[src/rtl/irq_ack_pkg.sv]
package irq_ack_pkg;
    localparam int PRIO_W = 4;
    localparam int VEC_W  = 8;

    typedef enum logic [1:0] {
        RA_TPRI = 2'd0,
        RA_ACK  = 2'd1,
        RA_EOI  = 2'd2,
        RA_NONE = 2'd3
    } reg_addr_e;

    // Outcome of an acknowledge read
    typedef struct packed {
        logic             granted;  // source enters service
        logic             drop_act; // activity bit cleared
        logic [VEC_W-1:0] vec;      // value returned on the bus
    } ack_res_t;

    function automatic logic [VEC_W-1:0] zext_prio(input logic [PRIO_W-1:0] p);
        return {{(VEC_W-PRIO_W){1'b0}}, p};
    endfunction
endpackage

[src/rtl/irq_top_pick.sv]
// Highest-priority member of a set: ascending scan, strict greater-than,
// so ties resolve to the lowest index.
module irq_top_pick #(
    parameter int NSRC   = 8,
    parameter int PRIO_W = 4,
    parameter int IDX_W  = $clog2(NSRC)
) (
    input  logic [NSRC-1:0]        mask,
    input  logic [NSRC*PRIO_W-1:0] prio,
    output logic                   any,
    output logic [IDX_W-1:0]       idx,
    output logic [PRIO_W-1:0]      top
);
    always_comb begin
        any = 1'b0;
        idx = '0;
        top = '0;
        for (int i = 0; i < NSRC; i++) begin
            if (mask[i] && (!any || prio[i*PRIO_W +: PRIO_W] > top)) begin
                any = 1'b1;
                idx = IDX_W'(i);
                top = prio[i*PRIO_W +: PRIO_W];
            end
        end
    end
endmodule

[src/rtl/irq_ack_ctl.sv]
module irq_ack_ctl
    import irq_ack_pkg::*;
#(
    parameter int NSRC  = 8,
    parameter int IDX_W = $clog2(NSRC)
) (
    input  logic                   clk,
    input  logic                   rst,
    input  logic                   dlv_valid,
    input  logic [IDX_W-1:0]       dlv_idx,
    input  logic [NSRC-1:0]        act_clr,
    input  logic [NSRC*PRIO_W-1:0] src_prio,
    input  logic [NSRC*VEC_W-1:0]  src_vec,
    input  logic [NSRC-1:0]        src_level,
    input  logic [VEC_W-1:0]       spur_vec,
    input  logic                   reg_rd,
    input  logic                   reg_wr,
    input  logic [1:0]             reg_addr,
    input  logic [VEC_W-1:0]       reg_wdata,
    output logic [VEC_W-1:0]       reg_rdata,
    output logic                   irq_out
);
    localparam logic [PRIO_W-1:0] TPRI_RST = '1;

    logic [NSRC-1:0]   raised_q, insv_q, active_q;
    logic [NSRC-1:0]   raised_n, insv_n, active_n;
    logic [PRIO_W-1:0] tpri_q, tpri_n;
    logic              irq_n;

    reg_addr_e addr;
    logic      ack_rd, eoi_wr, tpri_wr;
    assign addr    = reg_addr_e'(reg_addr);
    assign ack_rd  = reg_rd && addr == RA_ACK;
    assign eoi_wr  = reg_wr && addr == RA_EOI;
    assign tpri_wr = reg_wr && addr == RA_TPRI;

    logic wdata_unused;
    assign wdata_unused = ^reg_wdata[VEC_W-1:PRIO_W];

    // Top of raised set and top of in-service set
    logic              rs_any, is_any;
    logic [IDX_W-1:0]  rs_idx, is_idx;
    logic [PRIO_W-1:0] rs_prio, is_prio, is_eff;

    irq_top_pick #(.NSRC(NSRC), .PRIO_W(PRIO_W), .IDX_W(IDX_W)) u_pick_raised (
        .mask(raised_q), .prio(src_prio), .any(rs_any), .idx(rs_idx), .top(rs_prio)
    );
    irq_top_pick #(.NSRC(NSRC), .PRIO_W(PRIO_W), .IDX_W(IDX_W)) u_pick_insv (
        .mask(insv_q), .prio(src_prio), .any(is_any), .idx(is_idx), .top(is_prio)
    );
    assign is_eff = is_any ? is_prio : '0;

    // Highest priority left in service once the top entry retires
    logic [NSRC-1:0]   insv_rem;
    logic [PRIO_W-1:0] rem_prio;
    always_comb begin
        insv_rem = insv_q;
        if (is_any) insv_rem[is_idx] = 1'b0;
        rem_prio = '0;
        for (int i = 0; i < NSRC; i++) begin
            if (insv_rem[i] && src_prio[i*PRIO_W +: PRIO_W] > rem_prio)
                rem_prio = src_prio[i*PRIO_W +: PRIO_W];
        end
    end

    // Acknowledge outcome for the current top raised source
    ack_res_t ack;
    always_comb begin
        ack = '{granted: 1'b0, drop_act: 1'b0, vec: spur_vec};
        if (rs_any) begin
            if (active_q[rs_idx] && rs_prio > tpri_q) begin
                ack.granted  = 1'b1;
                ack.vec      = src_vec[rs_idx*VEC_W +: VEC_W];
                ack.drop_act = !src_level[rs_idx];
            end else begin
                ack.drop_act = 1'b1;
            end
        end
    end

    // Deliver filter
    logic [PRIO_W-1:0] dlv_prio;
    logic              dlv_ok;
    assign dlv_prio = src_prio[dlv_idx*PRIO_W +: PRIO_W];
    assign dlv_ok   = dlv_valid && dlv_prio > tpri_q
                      && !raised_q[dlv_idx] && !active_q[dlv_idx];

    always_comb begin
        raised_n = raised_q;
        insv_n   = insv_q;
        active_n = active_q & ~act_clr;
        tpri_n   = tpri_wr ? reg_wdata[PRIO_W-1:0] : tpri_q;
        irq_n    = irq_out;
        if (ack_rd) begin
            irq_n = 1'b0;
            if (rs_any) begin
                raised_n[rs_idx] = 1'b0;
                if (ack.granted)  insv_n[rs_idx]   = 1'b1;
                if (ack.drop_act) active_n[rs_idx] = 1'b0;
            end
        end
        if (eoi_wr && is_any) begin
            insv_n[is_idx] = 1'b0;
            if (rs_any && rs_prio > tpri_q && rs_prio > rem_prio)
                irq_n = 1'b1;
        end
        if (dlv_ok) begin
            raised_n[dlv_idx] = 1'b1;
            active_n[dlv_idx] = 1'b1;
            if (dlv_prio > is_eff) irq_n = 1'b1;
        end
    end

    always_ff @(posedge clk) begin
        if (rst) begin
            raised_q <= '0;
            insv_q   <= '0;
            active_q <= '0;
            tpri_q   <= TPRI_RST;
            irq_out  <= 1'b0;
        end else begin
            raised_q <= raised_n;
            insv_q   <= insv_n;
            active_q <= active_n;
            tpri_q   <= tpri_n;
            irq_out  <= irq_n;
        end
    end

    always_comb begin
        reg_rdata = '0;
        if (reg_rd) begin
            unique case (addr)
                RA_TPRI: reg_rdata = zext_prio(tpri_q);
                RA_ACK:  reg_rdata = ack.vec;
                RA_EOI:  reg_rdata = '0;
                RA_NONE: reg_rdata = '0;
            endcase
        end
    end
endmodule

[config.mk]
export PLATFORM = sky130hd
export DESIGN_NAME = irq_ack_ctl
export DESIGN_NICKNAME = d
export VERILOG_FILES = /design/src/rtl/irq_ack_pkg.sv /design/src/rtl/irq_top_pick.sv /design/src/rtl/irq_ack_ctl.sv
export SDC_FILE = /design/constraint.sdc
export NUM_CORES = 1
export LEC_CHECK = 0
export BUFFER_PORTS_ARGS = -buffer_cell sky130_fd_sc_hd__buf_2
export CAP_MARGIN = 20
export CORE_MARGIN = 3
export CORE_UTILIZATION = 61
export CTS_BUF_LIST = sky130_fd_sc_hd__clkbuf_16
export DETAILED_ROUTE_END_ITERATION = 10
export GPL_TIMING_DRIVEN = 0
export PLACE_DENSITY = 0.93
export REMOVE_ABC_BUFFERS = 1
export SETUP_SLACK_MARGIN = 0.15
export SYNTH_ARGS = -nofsm -noshare
export SYNTH_HDL_FRONTEND = slang
export SYNTH_SLANG_ARGS = --single-unit
[constraint.sdc]
create_clock -name clk -period 40.1 [get_ports clk]
set_input_delay 8.02 -clock clk [delete_from_list [all_inputs] [get_ports clk]]
set_output_delay 8.02 -clock clk [all_outputs]
set_load 0.1 [all_outputs]
* Yosys cells after proc, flatten, opt, wreduce, memory -nomap -nowiden *
Index checks and enable logic that the tools add are counted.

storage, ports and cells
  bits of input ports = 138
  bits in registers = 29
  logic and storage cells = 213
  output and inout port bits = 9
  memory bits (read-only) = 0
  memories kept = 0
  latch bits = 0
  bits in writable memories = 0

cells by class
  mux-type cells = 92
  multipliers = 0
  add/subtract/negate cells = 0
  shift operators = 2
  bitwise gates (word level) = 11
  equal/unequal tests = 3
  order comparisons = 32
  divide/modulo/power cells = 0
  reductions and logical operators = 68

operator list
  kind                                                                                 number
  8-bit two-way mux                                                                    14
  4-bit greater-than comparator                                                        25
  4-bit two-way mux                                                                    25
  64-bit by 7-bit variable part select with 8-bit output                               1
  8-bit AND                                                                            5
  1-bit logical AND                                                                    35
  1-bit two-way mux                                                                    32
  32-bit by 6-bit variable part select with 4-bit output                               1
  3-bit two-way mux                                                                    8
  8-bit NOT                                                                            3
  8-bit OR                                                                             3
  8-bit case mux with 3 select lines                                                   1
  1-bit zero test                                                                      17
  1-bit logical OR                                                                     14
  1-bit binary-select mux with 3-bit select                                            4
  3-bit by 4-bit less-than comparator with 1-bit output, second input constant         3
  10-bit two-way mux                                                                   1
  1-bit demux with 3-bit select                                                        3
  3-bit by 1-bit greater-or-equal comparator with 1-bit output, second input constant  3
  2-bit two-way mux                                                                    4
  2-bit equality test, second input constant                                           2
  4-bit by 1-bit greater-than comparator with 1-bit output, second input constant      1
  2-bit by 1-bit equality test with 1-bit output, second input constant                1
  2-bit zero test                                                                      1
  2-bit OR reduction                                                                   1

* Longest topological paths before layout *
  depth in word-level cells = 65
  gate-level depth with buffers = 118
  mapped depth without buffers = 114

* Modules after synthesis *
A second synthesis with hierarchy kept.

second synthesis, totals
  cells, all modules = 996
  area total of the unflattened synthesis = 7,287.0 sq um

by module, submodules not included
  module                         seq. area each (sq um)  area an instance (sq um)  cells each  times used
  irq_ack_ctl                    580.6                   4,251.6                   584         1
  irq_top_pick at u_pick_insv    0.0                     1,520.2                   206         1
  irq_top_pick at u_pick_raised  0.0                     1,515.2                   206         1

* Worst setup path after synthesis *
OpenSTA, ideal clock, no wires.

  path kind = input-to-output
  from = input port src_prio[1]
  to = output port reg_rdata[0]
  slack = 9.842 ns
  data required time = 32.080 ns
  buffers on the path = 3
  arrival = 22.238 ns
  cell stages on the path = 75
  cells stage by stage = nand2_1 -> ha_1 -> nor2b_1 -> o21a_1 -> o21a_1 -> o21ai_0 -> a21boi_1 -> o21ai_0 -> inv_1 -> ha_1 -> nor2b_1 -> o21a_1 -> o21a_1 -> o21a_1 -> o21ai_1 -> mux2i_1 -> ha_1 -> nor2b_1 -> [... 39 more ...] -> a41oi_1 -> or2_2 -> and2_1 -> clkbuf_1 -> nand2_1 -> o21ai_0 -> ha_1 -> nor2b_1 -> o21ai_0 -> nand2b_1 -> a21oi_1 -> a41oi_1 -> o21ai_0 -> or3_1 -> nand2b_1 -> a2111oi_0 -> a21oi_1 -> a211oi_1

between the ends
  word-level cells in the longest chain between the ends = 36
  elaborated cells between the ends (all ways) = 58
  those cells by class = 8 x order compare; 1 x shift; 28 x mux; 21 x reduce/logical

RTL lines
  element                                                                                 line                source
  start: declaration                                                                      irq_ack_ctl.sv:12   input logic [NSRC*PRIO_W-1:0] src_prio,
  4-bit two-way mux *                                                                     irq_top_pick.sv:19  if (mask[i] && (!any || prio[i*PRIO_W +: PRIO_W] > top)) begin
  parallel branches: the longest is 32 deep, another holds 4-bit greater-than comparator  --
  10-bit two-way mux *                                                                    irq_ack_ctl.sv:70   if (rs_any) begin
  8-bit case mux with 3 select lines *                                                    irq_ack_ctl.sv:133  unique case (addr)
  8-bit two-way mux *                                                                     irq_ack_ctl.sv:132  if (reg_rd) begin
  end: declaration                                                                        irq_ack_ctl.sv:20   output logic [VEC_W-1:0] reg_rdata,

Mark *: on every way between the ends. The select of a mux whose other input is x is not followed.

* Final worst setup path *
  from = input port src_prio[1]
  to = output port reg_rdata[3]

Same word-level chain as after synthesis.

==> impl_metrics.csv <==
group,metric,value,unit
status,status,"complete, no violations",
die,die_y,108,um
setup_path,path_common_cell,"o21ai_0",
power,p_leak,3.26,nW
logic_synthesis,avgSynthCellArea,7.44,um2
setup_path,worst-path-max-fanout,23,
power,peakVddDrop,23.6,uV
logic_synthesis,syn_inst,852,
die,die_w,108,um
sta,relSlewSlack,30.9,%
cells_and_area,final_cell_mix,"buf_2 (142), ha_1 (94), nand2_1 (74)",
global_route,grt_max_degree,35,
logic_synthesis,yosys_warnings,0,
logic_synthesis,synth.distinct_cells,77,
cells_and_area,drive_gt1_share,21.5,%
sta,fin_crit,32.31,ns
logic_synthesis,ys.flop_type,"dfxtp_1",
clock_tree,cts_tree,"built",
cells_and_area,final_common_cell,"buf_2",
setup_path,cp-startpoint,"src_prio[1]",
die,num_io_pins,147,
clock_tree,insertion_delay,0.28,ns
route,drtPass1Iterations,5,
setup_path,r2r_start,"insv_q[0]",
sta,fin_crit_sh,80.6,%
setup_path,slowest_stage,"nand2_1",
setup_path,cp-end-kind,"primary output",
route,via_per_inst,6.64,
setup_path,r2r_end,"irq_out",
placement,dp_cells,1098,
route,wl_per_cell,18.7,um
setup_path,crit_end,"reg_rdata[3]",
clock_tree,cts_setup_buffers,0,
setup_path,critPathMaxStageDelay,0.71,ns
sta,maxSlewViolCount,0,
setup_path,rr_worst_depth,106,
route,ant_nets,0,
placement,port_buffers,142,
route,vias,7346,
route,drc,0,
clock_tree,numCtsBuffers,5,
die,rows,36,
clock_tree,clock_sinks,29,
logic_synthesis,synth_edf_count,0,
global_route,antenna_found_initial,0,
global_route,grt-ovfl-total,0,
setup_path,reg2reg_slack,16.29,ns
global_route,grt_pass1_wl,32000,um
sta,fmax,0.0309,GHz
clock_tree,cts_max_level,2,
logic_synthesis,ys_ff_latch,29,
placement,dp_hpwl,16500,um
sta,finalHoldViolCount,0,
clock_tree,clockRootBuffer,"clkbuf_16",
hold_path,hold_path_class,"flop to flop",
sta,finClkSkew,0.00313,ns
clock_tree,cts_resized,0,
cells_and_area,nFillCells,772,
die,fp.coreArea,0.00995,mm2
global_route,grt_pass1_vias,6685,
cells_and_area,antennaDiodeCount,0,
setup_path,start_kind,"input pin",
clock_tree,holdBufCountCts,0,
setup_path,critical_path_class,"input pin to primary output",
job,drv_cap,0,
route,drt_wl_total,20700,um
die,initial_core_util,63.7,%
sta,fin_setup_tns,0,ns
cells_and_area,fin_nets,1205,
route,drtIter0Drc,853,
global_route,groute.usage.overall,33.6,%
logic_synthesis,synth_area,0.00634,mm2
cells_and_area,multi_input_area,0.00541,mm2
cells_and_area,area.sequential,581,um2
clock_tree,cts.clk_slew.worst_paths,0.05,ns
sta,rsz0062_at_grt,"no",
placement,finalWeightedCongestion,1.00,
logic_synthesis,async_reset_ff_share,0,%
cells_and_area,synthToLayoutAreaGrowth,14.7,%
setup_path,cp.arrival,24.29,ns
power,power.density,15.1,mW/mm2
clock_tree,clock_path_buffers,2,
setup_path,crit_required,32.08,ns
die,dieArea,0.0116,mm2
sta,finalSetupViolCount,0,
logic_synthesis,seq_area_frac_synth,9.16,%
sta,worstMarginPinSlew,1.03,ns
cells_and_area,instances_no_fill,1107,
## per-stage QoR
stage	hold slack [ns]	worst slack [ns]	instance area (um2)	power [W]	utilization [%]
after detailed placement	0.490	8.34	7120	0.0000711	71.5
after global routing	0.526	6.55	7270	0.000114	73.0
after CTS	0.499	8.22	7260	0.000108	72.9
after floorplan	0.461	8.60	6220	0.0000539	-
final	0.499	7.79	7270	0.000110	73.0
after global placement	0.485	7.40	7100	0.0000698	71.3
## synth_stat cells, types with 5 or more instances
cell type / n / share of area, %
or3_1: 5 / 0.49
clkbuf_1: 25 / 1.5
ha_1: 94 / 19
a2111oi_0: 8 / 1.1
nor2b_1: 38 / 3.8
o21ai_0: 53 / 4.2
o21a_1: 17 / 2.0
inv_1: 63 / 3.7
nand2_1: 74 / 4.4
mux2i_1: 38 / 6.0
nand2b_1: 12 / 1.2
a211o_1: 5 / 0.69
a21o_1: 7 / 0.83
nor3_1: 14 / 1.1
o221ai_1: 11 / 1.5
o22ai_1: 12 / 1.2
mux4_2: 6 / 2.1
nor2_1: 65 / 3.9
mux2_2: 27 / 4.8
o211ai_1: 9 / 1.1
dfxtp_1: 29 / 9.2
and2_1: 11 / 1.1
a41oi_1: 6 / 0.83
nand3b_1: 8 / 0.95
a211oi_1: 19 / 2.3
a21oi_1: 64 / 5.1
and3_1: 5 / 0.49
a31oi_1: 9 / 0.89
nand4_1: 17 / 1.7
nand3_1: 18 / 1.4
## cell families (layout without fill, tap and decap cells)
family / Yosys count / count (layout) / share of synthesized area (%)
AOI/OAI and AO/OA: 267 / 267 / 28.9
and+or+nand+nor: 289 / 289 / 23.6
buffers and inverters: 94 / 216 / 5.61
xor gates and xnor gates: 4 / 4 / 0.553
adders and majority gates: 95 / 95 / 18.7
DFF: 29 / 29 / 9.16
muxes: 74 / 74 / 13.5
## state kept, by name, summed over array words and instances (netlist names)
register	flops
tpri_q	4
raised_q	8
irq_out	1
active_q	8
insv_q	8
## worst max-delay path: cells and delay by family
family          cells  cell delay (ns)
mux                 5             1.40
fa+ha+maj           8             2.19
simple gates       18             4.02
compound gates     36             7.47
buf+inv             6             1.17
## power by group
| group | switching (W) | internal (W) |
|---|---|---|
| sequential | 0.000000382 | 0.0000292 |
| clock | 0.0000147 | 0.0000227 |
| combinational | 0.0000252 | 0.0000174 |
| total | 0.0000403 | 0.0000693 |
## worst min-delay path by stage
stage	start	cells past startpoint	endpoint	slack [ns]
3_3_place_gp	raised_q[4]	2	raised_q[4]	0.48
3_5_place_dp	raised_q[4]	2	raised_q[4]	0.49
2_1_floorplan	raised_q[4]	2	raised_q[4]	0.46
4_1_cts	raised_q[4]	2	raised_q[4]	0.50
6_report	raised_q[4]	2	raised_q[4]	0.50
5_1_grt	active_q[6]	2	active_q[6]	0.53
## cell type report
class,instances,share of cell area (%)
Clock buffer,5,1.72
Sequential cell,29,7.99
Inverter,64,3.31
Tap cell,133,2.29
Multi-Input combinational cell,729,74.5
Timing Repair Buffer,144,9.99
Clock inverter,3,0.241
## metal layers
layer  vias up  global-route usage (%)  part of all wire [%]
li1       3460                       -                     -
met1      3317                    44.9                    41
met2       479                    53.4                    45
met3        90                    7.08                    11
met4         0                    12.4                   4.0
met5         -                       0                     0
No activity file was read; power rests on OpenSTA's default activity.
